<file path="config.mk">
export PLATFORM = sky130hd
export DESIGN_NAME = cyc_ts_timer
export DESIGN_NICKNAME = d
export VERILOG_FILES = /design/src/rtl/cyc_ts_pkg.sv /design/src/rtl/cyc_ts_field.sv /design/src/rtl/cyc_ts_counter.sv /design/src/rtl/cyc_ts_sync_edge.sv /design/src/rtl/cyc_ts_pulse.sv /design/src/rtl/cyc_ts_timer.sv
export SDC_FILE = /design/constraint.sdc
export NUM_CORES = 1
export LEC_CHECK = 0
export BUFFER_PORTS_ARGS = -buffer_cell sky130_fd_sc_hd__buf_4
export CAP_MARGIN = 10
export CORE_MARGIN = 2
export CORE_UTILIZATION = 52
export DETAILED_ROUTE_END_ITERATION = 8
export GPL_ROUTABILITY_DRIVEN = 1
export PLACE_DENSITY = 0.81
export RECOVER_POWER = 100
export REMOVE_ABC_BUFFERS = 1
export SLEW_MARGIN = 10
export SYNTH_ARGS = -nofsm -noshare
export SYNTH_HDL_FRONTEND = slang
export SYNTH_HIERARCHICAL = 1
export SYNTH_SLANG_ARGS = --single-unit
</file>
<file path="constraint.sdc">
create_clock -name clk_i -period 3.1 [get_ports clk_i]
set_clock_uncertainty 0.05 [all_clocks]
set_input_delay 0.155 -clock clk_i [delete_from_list [all_inputs] [get_ports clk_i]]
set_output_delay 0.155 -clock clk_i [all_outputs]
set_load 0.005 [all_outputs]
</file>
<file path="src/rtl/cyc_ts_pkg.sv">
package cyc_ts_pkg;
  localparam int SEC_W   = 7;
  localparam int CYC_W   = 13;
  localparam int OFF_W   = 12;
  localparam int TMR_W   = SEC_W + CYC_W + OFF_W;
  localparam int CYC_MOD = 8000;
  localparam int OFF_MOD = 3072;
  localparam int SEC_MOD = 1 << SEC_W;
  localparam int CMP_W   = 16;

  typedef struct packed {
    logic [SEC_W-1:0] sec;
    logic [CYC_W-1:0] cyc;
    logic [OFF_W-1:0] off;
  } tmr_t;
endpackage

</file>
<file path="src/rtl/cyc_ts_field.sv">
module cyc_ts_field #(
  parameter int W   = 12,
  parameter int MOD = 3072
) (
  input  logic         clk_i,
  input  logic         rst_ni,
  input  logic         inc_i,
  input  logic         load_en_i,
  input  logic [W-1:0] load_i,
  output logic [W-1:0] val_o,
  output logic         carry_o
);
  localparam logic [W-1:0] LAST = W'(MOD - 1);

  logic [W-1:0] val_q;

  assign carry_o = inc_i & (val_q == LAST);
  assign val_o   = val_q;

  always_ff @(posedge clk_i or negedge rst_ni) begin
    if (!rst_ni)        val_q <= '0;
    else if (load_en_i) val_q <= load_i;
    else if (inc_i)     val_q <= (val_q == LAST) ? '0 : val_q + 1'b1;
  end
endmodule

</file>
<file path="src/rtl/cyc_ts_counter.sv">
module cyc_ts_counter
  import cyc_ts_pkg::*;
(
  input  logic clk_i,
  input  logic rst_ni,
  input  logic tick_i,
  input  logic load_en_i,
  input  tmr_t load_i,
  output tmr_t tmr_o,
  output logic upd_o
);
  logic off_carry, cyc_carry, sec_carry;
  logic upd_q;

  cyc_ts_field #(.W(OFF_W), .MOD(OFF_MOD)) u_off (
    .clk_i, .rst_ni,
    .inc_i     (tick_i & ~load_en_i),
    .load_en_i (load_en_i),
    .load_i    (load_i.off),
    .val_o     (tmr_o.off),
    .carry_o   (off_carry)
  );

  cyc_ts_field #(.W(CYC_W), .MOD(CYC_MOD)) u_cyc (
    .clk_i, .rst_ni,
    .inc_i     (off_carry),
    .load_en_i (load_en_i),
    .load_i    (load_i.cyc),
    .val_o     (tmr_o.cyc),
    .carry_o   (cyc_carry)
  );

  cyc_ts_field #(.W(SEC_W), .MOD(SEC_MOD)) u_sec (
    .clk_i, .rst_ni,
    .inc_i     (cyc_carry),
    .load_en_i (load_en_i),
    .load_i    (load_i.sec),
    .val_o     (tmr_o.sec),
    .carry_o   (sec_carry)
  );

  // a seconds rollover has no further consumer
  logic sec_wrap_unused;
  assign sec_wrap_unused = sec_carry;

  always_ff @(posedge clk_i or negedge rst_ni) begin
    if (!rst_ni) upd_q <= 1'b0;
    else         upd_q <= tick_i | load_en_i;
  end
  assign upd_o = upd_q;
endmodule

</file>
<file path="src/rtl/cyc_ts_sync_edge.sv">
module cyc_ts_sync_edge #(
  parameter int STAGES = 2
) (
  input  logic clk_i,
  input  logic rst_ni,
  input  logic pin_i,
  output logic fall_o
);
  logic [STAGES-1:0] sh_q;
  logic              prev_q;

  // idle level is high: reset to 1 so release from reset is not an edge
  generate
    if (STAGES == 1) begin : g_one
      always_ff @(posedge clk_i or negedge rst_ni) begin
        if (!rst_ni) sh_q <= '1;
        else         sh_q <= pin_i;
      end
    end else begin : g_chain
      always_ff @(posedge clk_i or negedge rst_ni) begin
        if (!rst_ni) sh_q <= '1;
        else         sh_q <= {sh_q[STAGES-2:0], pin_i};
      end
    end
  endgenerate

  always_ff @(posedge clk_i or negedge rst_ni) begin
    if (!rst_ni) prev_q <= 1'b1;
    else         prev_q <= sh_q[STAGES-1];
  end

  assign fall_o = prev_q & ~sh_q[STAGES-1];
endmodule

</file>
<file path="src/rtl/cyc_ts_pulse.sv">
module cyc_ts_pulse #(
  parameter int LEN = 32
) (
  input  logic clk_i,
  input  logic rst_ni,
  input  logic en_i,
  input  logic trig_i,
  output logic act_o,
  output logic oe_o
);
  localparam int CW = (LEN > 1) ? $clog2(LEN) : 1;

  logic [CW-1:0] cnt_q;
  logic          act_q, oe_q;

  always_ff @(posedge clk_i or negedge rst_ni) begin
    if (!rst_ni) begin
      act_q <= 1'b0;
      cnt_q <= '0;
      oe_q  <= 1'b0;
    end else begin
      oe_q <= en_i;
      if (!en_i) begin
        act_q <= 1'b0;
        cnt_q <= '0;
      end else if (act_q) begin
        if (cnt_q == '0) act_q <= 1'b0;
        else             cnt_q <= cnt_q - 1'b1;
      end else if (trig_i) begin
        act_q <= 1'b1;
        cnt_q <= CW'(LEN - 1);
      end
    end
  end

  assign act_o = act_q;
  assign oe_o  = oe_q;
endmodule

</file>
<file path="src/rtl/cyc_ts_timer.sv">
module cyc_ts_timer
  import cyc_ts_pkg::*;
#(
  parameter int SYNC_STAGES = 2,
  parameter int PULSE_LEN   = 32
) (
  input  logic             clk_i,
  input  logic             rst_ni,
  input  logic             tick_i,
  input  logic             load_en_i,
  input  logic [TMR_W-1:0] load_val_i,
  input  logic             rx_mode_i,
  input  logic [CMP_W-1:0] match_val_i,
  input  logic             ts_pin_i,
  output logic             ts_pin_o,
  output logic             ts_pin_oe_o,
  output logic [TMR_W-1:0] timer_o,
  output logic [TMR_W-1:0] capture_o,
  output logic             capture_stb_o
);
  tmr_t tmr;
  logic upd, fall, hit, act, oe, cap_en;
  logic [TMR_W-1:0] cap_q;
  logic             stb_q;

  cyc_ts_counter u_cnt (
    .clk_i, .rst_ni,
    .tick_i    (tick_i),
    .load_en_i (load_en_i),
    .load_i    (tmr_t'(load_val_i)),
    .tmr_o     (tmr),
    .upd_o     (upd)
  );

  cyc_ts_sync_edge #(.STAGES(SYNC_STAGES)) u_edge (
    .clk_i, .rst_ni,
    .pin_i  (ts_pin_i),
    .fall_o (fall)
  );

  // match only on a fresh timer value, never on a stopped one
  assign hit = upd & (tmr[CMP_W-1:0] == match_val_i);

  cyc_ts_pulse #(.LEN(PULSE_LEN)) u_pulse (
    .clk_i, .rst_ni,
    .en_i   (rx_mode_i),
    .trig_i (hit),
    .act_o  (act),
    .oe_o   (oe)
  );

  // both the mode and the registered enable must be off to capture
  assign cap_en = fall & ~rx_mode_i & ~oe;

  always_ff @(posedge clk_i or negedge rst_ni) begin
    if (!rst_ni) begin
      cap_q <= '0;
      stb_q <= 1'b0;
    end else begin
      stb_q <= cap_en;
      if (cap_en) cap_q <= tmr;
    end
  end

  assign timer_o       = tmr;
  assign capture_o     = cap_q;
  assign capture_stb_o = stb_q;
  assign ts_pin_o      = ~act;
  assign ts_pin_oe_o   = oe;
endmodule

</file>
==> impl_metrics.py <==
metrics = {
    "status": {
        "outcome": "finished with violations",
        "failed_checks": "max-capacitance violations, max-slew violations",
    },
    "finish": {
        "n_antenna_cell": 0,
        "fin_nets": 557,
        "drive_gt1_share_pct": 33.8,
        "final_util_pct": 71.4,
        "final_cells": 602,
        "area_growth_pct": 32.7,
    },
    "power_and_ir_drop": {
        "power_density_mw_per_mm2": 491,
        "swShare_pct": 28.6,
        "combPwrFrac_pct": 23.0,
        "internal_power_mw": 1.82,
        "leakage_nw": 2.23,
        "seqPwrFrac_pct": 50.0,
        "ir_worst_vdd_uv": 301,
        "clkPwrFrac_pct": 27.0,
        "switchingPower_uw": 730,
    },
    "worst_setup_path": {
        "critical_path_arrival_ns": 2.96,
        "critPathBufInv": 0,
        "worstPathRequired_ns": 3.32,
        "cp_slowest_cell": "dfrtp_1",
        "critPathKind": "register to register",
        "cpMostUsedCell": "nand3_1",
        "cp_slowest_stage_delay_ns": 0.50,
        "path_cells": "ha_1 -> nand2_1 -> nor4_4 -> and2_1 -> nand3_1 -> or4_1 -> nand3_1",
        "endpoint_kind": "register",
        "path_max_fanout": 13,
        "start_kind": "register",
        "critPathTopFamily": "simple AND/OR/NAND/NOR gates",
    },
    "synthesis": {
        "ys.warnings.count": 6,
        "avgSynthCellArea_um2": 11.0,
        "syn_inst": 355,
        "netlist_area_mm2": 0.00392,
    },
    "grt": {
        "grt_antenna_before_repair": 0,
        "grt-ovfl-total": 0,
        "grt_pass1_wl_um": 17300,
        "first_global_vias": 3486,
        "track_usage_pct": 26.2,
        "grt_max_degree": 77,
    },
    "floorplan": {
        "dieHeight_um": 90.8,
        "coreArea_mm2": 0.00729,
        "die-area_mm2": 0.00825,
        "row_count": 31,
        "io_pins": 121,
        "die_w_um": 90.8,
        "initial_utilization_pct": 53.8,
    },
    "clock_tree": {
        "cts_buffers": 9,
        "htreeDepth": 3,
        "clockBufferDepth": 2,
        "clock_latency_ns": 0.35,
        "clock_tree.root_cell": "clkbuf_8",
        "cts.sinks": 76,
        "cts_tree": "done",
        "clk_pin_slew_worst_paths_ns": 0.07,
        "cts_resized": 0,
    },
    "sta": {
        "fmax_mhz": 365,
        "fin_crit_ns": 2.74,
        "worst_pin_slew_ns": 1.89,
        "max-slew-margin-rel_pct": -26.1,
        "hold_violations": 0,
        "slew_viol_final": 77,
        "setup_tns_ns": 0,
        "rsz0062_at_grt": "false",
        "finalSetupViolCount": 0,
        "min_period_over_period_pct": 88.3,
    },
    "placed_design": {
        "routabilityCongestion": 0.904,
        "hpwlAfterDp_um": 7110,
        "place_inst": 565,
        "port_buffers": 120,
    },
    "drt": {
        "wirelength_um": 10400,
        "ant_nets": 0,
        "viasPerCell": 5.73,
        "num_vias": 3451,
        "drc_errors": 0,
        "drt_iter0_markers": 213,
        "drt_first_pass_iters": 6,
        "avgRoutedWirePerCell_um": 17.3,
    },
    "flow_run": {
        "maxCapViolations": 1,
    },
    "hold_path": {
        "hold_path.class": "primary input to register",
    },
}
## area by class of cell
class	instances	area, µm²
Multi-Input combinational cell	255	1850
Clock buffer	11	151
Sequential cell	76	1910
Inverter	10	37.5
Clock inverter	4	23.8
Timing Repair Buffer	147	1110
Tap cell	99	124
Fill cell	591	2090
## cell usage in the layout, fill, tap and decap left out, drive strengths merged, types with 5 or more instances in the layout
cell	n
nor3	5
clkbuf	85
nor4	8
buf	51
xor2	13
o21ai	17
nand3	16
nand2b	5
dlygate4sd3	22
xnor2	16
nand4	11
or4	5
nand2	32
dfrtp	73
nor2	8
mux2	32
a21oi	11
nor2b	10
nor3b	6
a31oi	6
inv	11
o31ai	6
## path summary, 6_finish.rpt
check / slack (ns) / endpoint / start / depth (start not counted)
min in group asynchronous: 0.82 / u_pulse/cnt_q[3] / rst_ni / 2
max in group asynchronous: 1.07 / u_cnt/u_sec/val_o[2] / rst_ni / 2
min reg2reg: 0.32 / u_edge/sh_q[1] / u_edge/sh_q[0] / 0
max reg2reg: 0.36 / u_cnt/u_sec/val_o[6] / u_cnt/u_cyc/val_o[0] / 7
min: 0.01 / u_cnt/u_off/val_o[7] / load_val_i[7] / 3
max: 0.36 / u_cnt/u_sec/val_o[6] / u_cnt/u_cyc/val_o[0] / 7
## routing by layer
| layer | up-vias | routed length [µm] | global-route usage, % |
|---|---|---|---|
| met5 | - | 0 | 0 |
| met1 | 1657 | 4410 | 34.1 |
| met4 | 0 | 292 | 10.7 |
| li1 | 1593 | - | - |
| met3 | 32 | 607 | 4.76 |
| met2 | 169 | 5080 | 43.4 |
## worst register-to-register path, stage by stage, from the launching register on
cell	delay (ns)
dfrtp_1	0.50
ha_1	0.33
nand2_1	0.14
nor4_4	0.42
and2_1	0.50
nand3_1	0.17
or4_1	0.44
nand3_1	0.12
## registers in the layout (all words and copies together) (netlist names), 2 cells and up
| register | count |
|---|---|
| u_cnt/u_sec/val_o | 7 |
| u_cnt/u_off/val_o | 12 |
| u_cnt/u_cyc/val_o | 13 |
| capture_o | 32 |
| u_pulse/cnt_q | 5 |
| u_edge/sh_q | 2 |
## through the flow
| step | hold slack (ns) | power, mW | worst slack, ns | instance area (µm²) |
|---|---|---|---|---|
| global route | 0.0113 | 2.68 | 0.184 | 5200 |
| global placement | 0.223 | 1.87 | 0.634 | 4900 |
| CTS | 0.000180 | 2.61 | 0.407 | 5290 |
| floorplan | -0.191 | 1.51 | 0.387 | 3830 |
| finish | 0.0129 | 2.55 | 0.363 | 5200 |
| detailed placement | 0.224 | 1.90 | 0.527 | 4900 |
## timing repair
item | in CTS | in global routing
hold buffers | 22 | 0
hold endpoints to repair | 94 | 0
buffers inserted | 0 | 0
## power by group through the flow
stage               Clock [mW]  Combinational [mW]  Sequential [mW]
global placement             0               0.584             1.29
global route             0.739               0.640             1.30
floorplan                    0               0.220             1.29
CTS                      0.705               0.625             1.28
finish                   0.690               0.587             1.28
detailed placement           0               0.599             1.30
Note: power is estimated with default switching activity, not from simulation.
